`src/rtl/ccd_vseq_pkg.sv`:
```
package ccd_vseq_pkg;
    typedef enum logic [1:0] {
        VS_FIELD_A    = 2'd0,
        VS_FIELD_B    = 2'd1,
        VS_FRAME_ODD  = 2'd2,
        VS_FRAME_EVEN = 2'd3
    } vs_state_e;
endpackage

```
`src/rtl/ccd_vseq_fsm.sv`:
```
module ccd_vseq_fsm
    import ccd_vseq_pkg::*;
#(
    parameter int FIELD_LINES = 525,
    parameter int FRAME_LINES = 656,
    parameter int RD_LINE     = 5,
    parameter int FCNT_W      = 8,
    parameter int LW          = 10
) (
    input  logic              clk,
    input  logic              rst_n,
    input  logic              line_tick,
    input  logic              still_req,
    output logic              period_start,
    output logic [LW-1:0]     line_idx,
    output logic              vsync,
    output logic              field_valid,
    output logic              still_active,
    output logic [FCNT_W-1:0] frame_cnt,
    output logic              read_line,
    output logic [1:0]        grp_en
);
    localparam int LEN_A = FIELD_LINES / 2;
    localparam int LEN_B = FIELD_LINES - LEN_A;

    vs_state_e   state, nxt_state;
    logic [LW-1:0] cur_len;

    // Period length of the current state and the successor chosen at a period boundary
    always_comb begin
        cur_len   = LW'(FRAME_LINES);
        nxt_state = VS_FIELD_A;
        unique case (state)
            VS_FIELD_A: begin
                cur_len   = LW'(LEN_A);
                nxt_state = still_req ? VS_FRAME_ODD : VS_FIELD_B;
            end
            VS_FIELD_B: begin
                cur_len   = LW'(LEN_B);
                nxt_state = still_req ? VS_FRAME_ODD : VS_FIELD_A;
            end
            VS_FRAME_ODD: begin
                nxt_state = still_req ? VS_FRAME_EVEN : VS_FIELD_A;
            end
            VS_FRAME_EVEN: begin
                nxt_state = still_req ? VS_FRAME_ODD : VS_FIELD_A;
            end
        endcase
    end

    assign period_start = line_tick && (line_idx == cur_len);

    // State register process
    always_ff @(posedge clk or negedge rst_n) begin
        if (!rst_n) begin
            state       <= VS_FIELD_B;
            line_idx    <= LW'(LEN_B);
            field_valid <= 1'b0;
            frame_cnt   <= '0;
        end else if (period_start) begin
            state       <= nxt_state;
            line_idx    <= LW'(1);
            field_valid <= (nxt_state[1] == state[1]);
            if (nxt_state == VS_FIELD_A || nxt_state == VS_FRAME_ODD)
                frame_cnt <= frame_cnt + 1'b1;
        end else if (line_tick) begin
            line_idx <= line_idx + 1'b1;
        end
    end

    // Output process
    always_comb begin
        vsync        = rst_n && (line_idx == LW'(1));
        read_line    = rst_n && (line_idx == LW'(RD_LINE));
        still_active = 1'b0;
        grp_en       = 2'b00;
        unique case (state)
            VS_FIELD_A, VS_FIELD_B: grp_en = 2'b11;
            VS_FRAME_ODD: begin
                grp_en       = 2'b01;
                still_active = 1'b1;
            end
            VS_FRAME_EVEN: begin
                grp_en       = 2'b10;
                still_active = 1'b1;
            end
        endcase
    end
endmodule

```
`src/rtl/ccd_vseq_win.sv`:
```
module ccd_vseq_win #(
    parameter int RD1_START = 732,
    parameter int RD2_START = 1052,
    parameter int RD_LEN    = 120,
    parameter int PIX_W     = 11
) (
    input  logic       clk,
    input  logic       rst_n,
    input  logic       line_tick,
    input  logic       read_line,
    input  logic [1:0] grp_en,
    output logic [1:0] rd
);
    logic [PIX_W-1:0] pix;

    // Clock count within the line; it saturates so that it never re-enters a window
    always_ff @(posedge clk or negedge rst_n) begin
        if (!rst_n)
            pix <= '1;
        else if (line_tick)
            pix <= '0;
        else if (pix != '1)
            pix <= pix + 1'b1;
    end

    for (genvar g = 0; g < 2; g++) begin : g_win
        localparam int WS = (g == 0) ? RD1_START : RD2_START;
        assign rd[g] = read_line && grp_en[g]
                       && (pix >= PIX_W'(WS)) && (pix < PIX_W'(WS + RD_LEN));
    end
endmodule

```
`src/rtl/ccd_vseq_shut.sv`:
```
module ccd_vseq_shut #(
    parameter int SH_W      = 2,
    parameter int SHUT_BASE = 20,
    parameter int SHUT_STEP = 60,
    parameter int LW        = 10
) (
    input  logic            clk,
    input  logic            rst_n,
    input  logic            period_start,
    input  logic [SH_W-1:0] shutter_sel,
    input  logic [LW-1:0]   line_idx,
    input  logic            still_active,
    output logic            ofd_pulse
);
    logic [SH_W-1:0] sh_q;
    logic [LW-1:0]   ofd_line;

    always_ff @(posedge clk or negedge rst_n) begin
        if (!rst_n)
            sh_q <= '0;
        else if (period_start)
            sh_q <= shutter_sel;
    end

    always_comb begin
        ofd_line  = LW'(SHUT_BASE) + LW'(SHUT_STEP) * LW'(sh_q);
        ofd_pulse = rst_n && !still_active && (line_idx == ofd_line);
    end
endmodule

```
`src/rtl/ccd_vseq.sv`:
```
module ccd_vseq #(
    parameter int FIELD_LINES = 525,
    parameter int FRAME_LINES = 656,
    parameter int OB_LINES    = 3,
    parameter int RD_LINE     = 5,
    parameter int RD1_START   = 732,
    parameter int RD2_START   = 1052,
    parameter int RD_LEN      = 120,
    parameter int SH_W        = 2,
    parameter int SHUT_BASE   = 20,
    parameter int SHUT_STEP   = 60,
    parameter int FCNT_W      = 8,
    localparam int MAXL       = (FRAME_LINES > FIELD_LINES) ? FRAME_LINES : FIELD_LINES,
    localparam int LW         = $clog2(MAXL + 1)
) (
    input  logic              clk,
    input  logic              rst_n,
    input  logic              line_tick,
    input  logic              still_req,
    input  logic [SH_W-1:0]   shutter_sel,
    output logic              vsync,
    output logic              rd_grp_a,
    output logic              rd_grp_b,
    output logic              ofd_pulse,
    output logic              field_valid,
    output logic              still_active,
    output logic [FCNT_W-1:0] frame_cnt,
    output logic [LW-1:0]     line_idx
);
    localparam int PIX_W = $clog2(RD2_START + RD_LEN + 1);

    logic       period_start;
    logic       read_line;
    logic [1:0] grp_en;
    logic [1:0] rd;

    ccd_vseq_fsm #(
        .FIELD_LINES(FIELD_LINES), .FRAME_LINES(FRAME_LINES),
        .RD_LINE(RD_LINE), .FCNT_W(FCNT_W), .LW(LW)
    ) u_fsm (
        .clk(clk), .rst_n(rst_n), .line_tick(line_tick), .still_req(still_req),
        .period_start(period_start), .line_idx(line_idx), .vsync(vsync),
        .field_valid(field_valid), .still_active(still_active),
        .frame_cnt(frame_cnt), .read_line(read_line), .grp_en(grp_en)
    );

    ccd_vseq_win #(
        .RD1_START(RD1_START), .RD2_START(RD2_START),
        .RD_LEN(RD_LEN), .PIX_W(PIX_W)
    ) u_win (
        .clk(clk), .rst_n(rst_n), .line_tick(line_tick),
        .read_line(read_line), .grp_en(grp_en), .rd(rd)
    );

    ccd_vseq_shut #(
        .SH_W(SH_W), .SHUT_BASE(SHUT_BASE), .SHUT_STEP(SHUT_STEP), .LW(LW)
    ) u_shut (
        .clk(clk), .rst_n(rst_n), .period_start(period_start),
        .shutter_sel(shutter_sel), .line_idx(line_idx),
        .still_active(still_active), .ofd_pulse(ofd_pulse)
    );

    assign rd_grp_a = rd[0];
    assign rd_grp_b = rd[1];
endmodule

```
`config.mk`:
```
export PLATFORM = sky130hd
export DESIGN_NAME = ccd_vseq
export DESIGN_NICKNAME = d
export VERILOG_FILES = /design/src/rtl/ccd_vseq_pkg.sv /design/src/rtl/ccd_vseq_fsm.sv /design/src/rtl/ccd_vseq_win.sv /design/src/rtl/ccd_vseq_shut.sv /design/src/rtl/ccd_vseq.sv
export SDC_FILE = /design/constraint.sdc
export NUM_CORES = 1
export LEC_CHECK = 0
export ABC_AREA = 1
export BUFFER_PORTS_ARGS = -buffer_cell sky130_fd_sc_hd__buf_2
export CAP_MARGIN = 20
export CORE_MARGIN = 2
export CORE_UTILIZATION = 58
export CTS_CLUSTER_DIAMETER = 200
export DETAILED_ROUTE_END_ITERATION = 8
export PLACE_DENSITY = 0.89
export SKIP_CTS_REPAIR_TIMING = 1
export SLEW_MARGIN = 0
export SYNTH_ARGS = -nofsm -noshare
export SYNTH_HDL_FRONTEND = slang
export SYNTH_SLANG_ARGS = --single-unit
```
`constraint.sdc`:
```
create_clock -name clk -period 1.85 [get_ports clk]
set_input_delay 0.37 -clock clk [delete_from_list [all_inputs] [get_ports clk]]
set_output_delay 0.37 -clock clk [all_outputs]
set_load 0.02 [all_outputs]
```
==> reports/results.ini <==
[run_status]
status = finished with violations
violations = setup timing

[sta]
relSlewSlack_pct = 76.93
rsz0062_at_grt = yes
setup_slack_ps = -360.0
final.period_utilization_pct = 119.5
min_period_ps = 2210
setup_tns_ps = -1019
tightest_slew_ps = 346.0
hold_viol = 0
setup-violations-final = 4
finalMaxSlewViolations = 0
finClkSkew_ps = 12.49
fmax_mhz = 452.5

[power]
static-leakage-power_nw = 1.364
power_density_nw_per_um2 = 1029
p_int_mw = 1.783
clkPwrFrac_pct = 26.3
power_frac_comb_pct = 40.1
switching_share_pct = 40.46
vdd_drop_max_mv = 0.9066
seq_power_share_pct = 33.6
power_switching_mw = 1.211

[clocking]
root_buffer = clkbuf_8
cts_buffers = 5
insertion_delay_ps = 300
clk_pin_slew_ps = 80
htreeDepth = 2
clock_sink_count = 34
cts.path.max_buffers = 2
cts_tree = built

[synthesis]
netlist_instances = 309
synth_cell_type_count = 37
netlist_area_um2 = 2352
syn_area_per_cell_um2 = 7.612
synth-seq-cells = 34
yosysWarnings = 0
ys_seq_area_share_pct = 37.02
synth_nets = 327

[routing]
routed-via-count = 2329
ant_nets = 0
drtIter0Drc = 177
drc = 0
wire_per_inst_um = 15.15
drt-total-wl_um = 6210
via_per_inst = 5.680
firstDrtPassIters = 5

[hold_path]
hp-class = in -> async

[cells_and_area]
diodes = 0
fill_cells = 284
register_area_um2 = 870.8
multi_input_area_um2 = 1363
final_cell_mix = nand2_1 (68), inv_1 (31), nand3_1 (31)
drive_gt1_share_pct = 30.00
final_cell_area_um2 = 2910
nets = 377
final_common_cell = nand2_1
synthToLayoutAreaGrowth_pct = 23.72

[setup_path]
worstPathRequired_ps = 1480
endpoint_kind = output pin
critPathMaxFanout = 4
startpoint_type = register
arrival_ps = 1840
critical_path_class = reg -> out

[floorplan]
die_h_um = 67.69
num_rows = 23
ios = 30
initial_core_util_pct = 59.66
design.core.area_um2 = 3943
die_w_um = 67.69
dieArea_um2 = 4581

[global_routing]
grtUsageTotal_pct = 28.00
grt-ovfl-total = 0
grt_pass1_wl_um = 9487
grt_start_max_net_pins = 18
antenna_found_initial = 0
grt_pass1_vias = 2049

[flow_run]
cap_violations = 0

[place]
gp_congestion = 0.8452
place_area_um2 = 2661
port_buffers = 29
dp.final_hpwl_um = 4152

stage by stage:
stage / std cells / setup slack [ps] / hold WS [ps] / total power [mW] / utilization [%]
6_report: 410 / -360.0 / 83.73 / 2.994 / 73.82
5_1_grt: 410 / -433.8 / 94.42 / 3.144 / 73.82
4_1_cts: 407 / -412.9 / 75.34 / 2.888 / 70.87
3_5_place_dp: 399 / -89.58 / 399.3 / 2.096 / 67.50
3_3_place_gp: 399 / -4.867 / 405.5 / 2.060 / 67.50
2_1_floorplan: 309 / 5.121 / 74.41 / 1.724 / -
sequential cells by signal, summed over array words and instances, names as in the netlist:
| register | cells |
|---|---|
| u_win.pix | 11 |
| u_fsm.line_idx | 10 |
| u_fsm.frame_cnt | 8 |
| u_fsm.state | 2 |
| u_shut.sh_q | 2 |
| u_fsm.field_valid | 1 |
worst max-delay path, cell delays in order, from the launching register on:
cell,delay (ps)
dfrtp_1,360
inv_2,70
buf_4,150
ha_1,220
xnor2_2,160
xor2_1,170
nand4_1,120
nor2_2,160
buf_6,130
layout make-up:
class,instances,area share (%)
timing repair buffer,51,11.39
sequential,34,29.92
multi-input combinational,228,46.82
inverter,39,5.159
clock buffer,6,3.224
tap,50,2.150
clock inverter,2,1.333
metal layers:
layer,vias to the layer above,part of all wire [%],global-route usage [%]
li1,1119,-,-
met1,1085,43,37.50
met2,104,47,43.50
met3,21,6.7,6.333
met4,0,2.7,11.73
met5,-,0,0
path summary, 6_finish.rpt:
kind	start	endpoint	slack (ps)	cells after the start
min in group clk	shutter_sel[0]	u_shut.sh_q[0]	290	3
max	u_shut.sh_q[0]	ofd_pulse	-360	8
min	rst_n	u_fsm.frame_cnt[7]	80	2
max reg2reg	u_fsm.line_idx[0]	u_fsm.line_idx[6]	0	7
max in group asynchronous	rst_n	u_fsm.line_idx[8]	1500	2
min reg2reg	u_fsm.field_valid	u_fsm.field_valid	500	2
kinds of logic after synthesis:
group                    synth area share (%)
AND/OR/NAND/NOR                         32.02
flip-flops                              37.02
buffers and inverters                   8.563
adder cells (fa/ha/maj)                 6.383
AO/OA/AOI/OAI                           8.564
XOR/XNOR                                7.447
power groups by stage:
stage | clock [mW] | sequential [mW] | combinational (mW)
after global placement | 0 | 1.00 | 1.06
after floorplan | 0 | 1.12 | 0.608
after detailed placement | 0 | 1.01 | 1.09
final | 0.787 | 1.01 | 1.20
after global routing | 0.826 | 1.02 | 1.30
after CTS | 0.788 | 0.999 | 1.10
Yosys cell counts:
master / count / area share (%)
nand4_2: 1 / 0.53
nand2_1: 69 / 11
xnor2_1: 8 / 3.0
inv_2: 1 / 0.16
buf_6: 2 / 0.96
clkbuf_1: 1 / 0.16
nor3_1: 10 / 2.1
buf_2: 4 / 0.85
a21boi_0: 1 / 0.32
o21ai_1: 5 / 1.1
nand3b_1: 1 / 0.32
dfrtp_1: 18 / 19
nor2_1: 24 / 3.8
a31oi_1: 2 / 0.53
inv_4: 1 / 0.27
nand4_1: 10 / 2.7
nand3_2: 2 / 0.85
nor2_4: 3 / 1.4
xor2_1: 12 / 4.5
o211ai_1: 1 / 0.32
inv_1: 35 / 5.6
ha_1: 12 / 6.4
clkinv_2: 1 / 0.21
nor3_4: 1 / 0.69
nand3_1: 33 / 7.0
and2_1: 1 / 0.27
a21oi_1: 10 / 2.1
dfstp_2: 16 / 18
nand2_4: 1 / 0.48
o21a_1: 1 / 0.32
o21ai_0: 15 / 3.2
nor2_2: 1 / 0.27
clkbuf_2: 1 / 0.21
o2111ai_1: 1 / 0.37
clkinv_1: 1 / 0.16
nand2_2: 2 / 0.53
o31ai_1: 1 / 0.32
No activity file was read; power rests on OpenSTA's default activity.
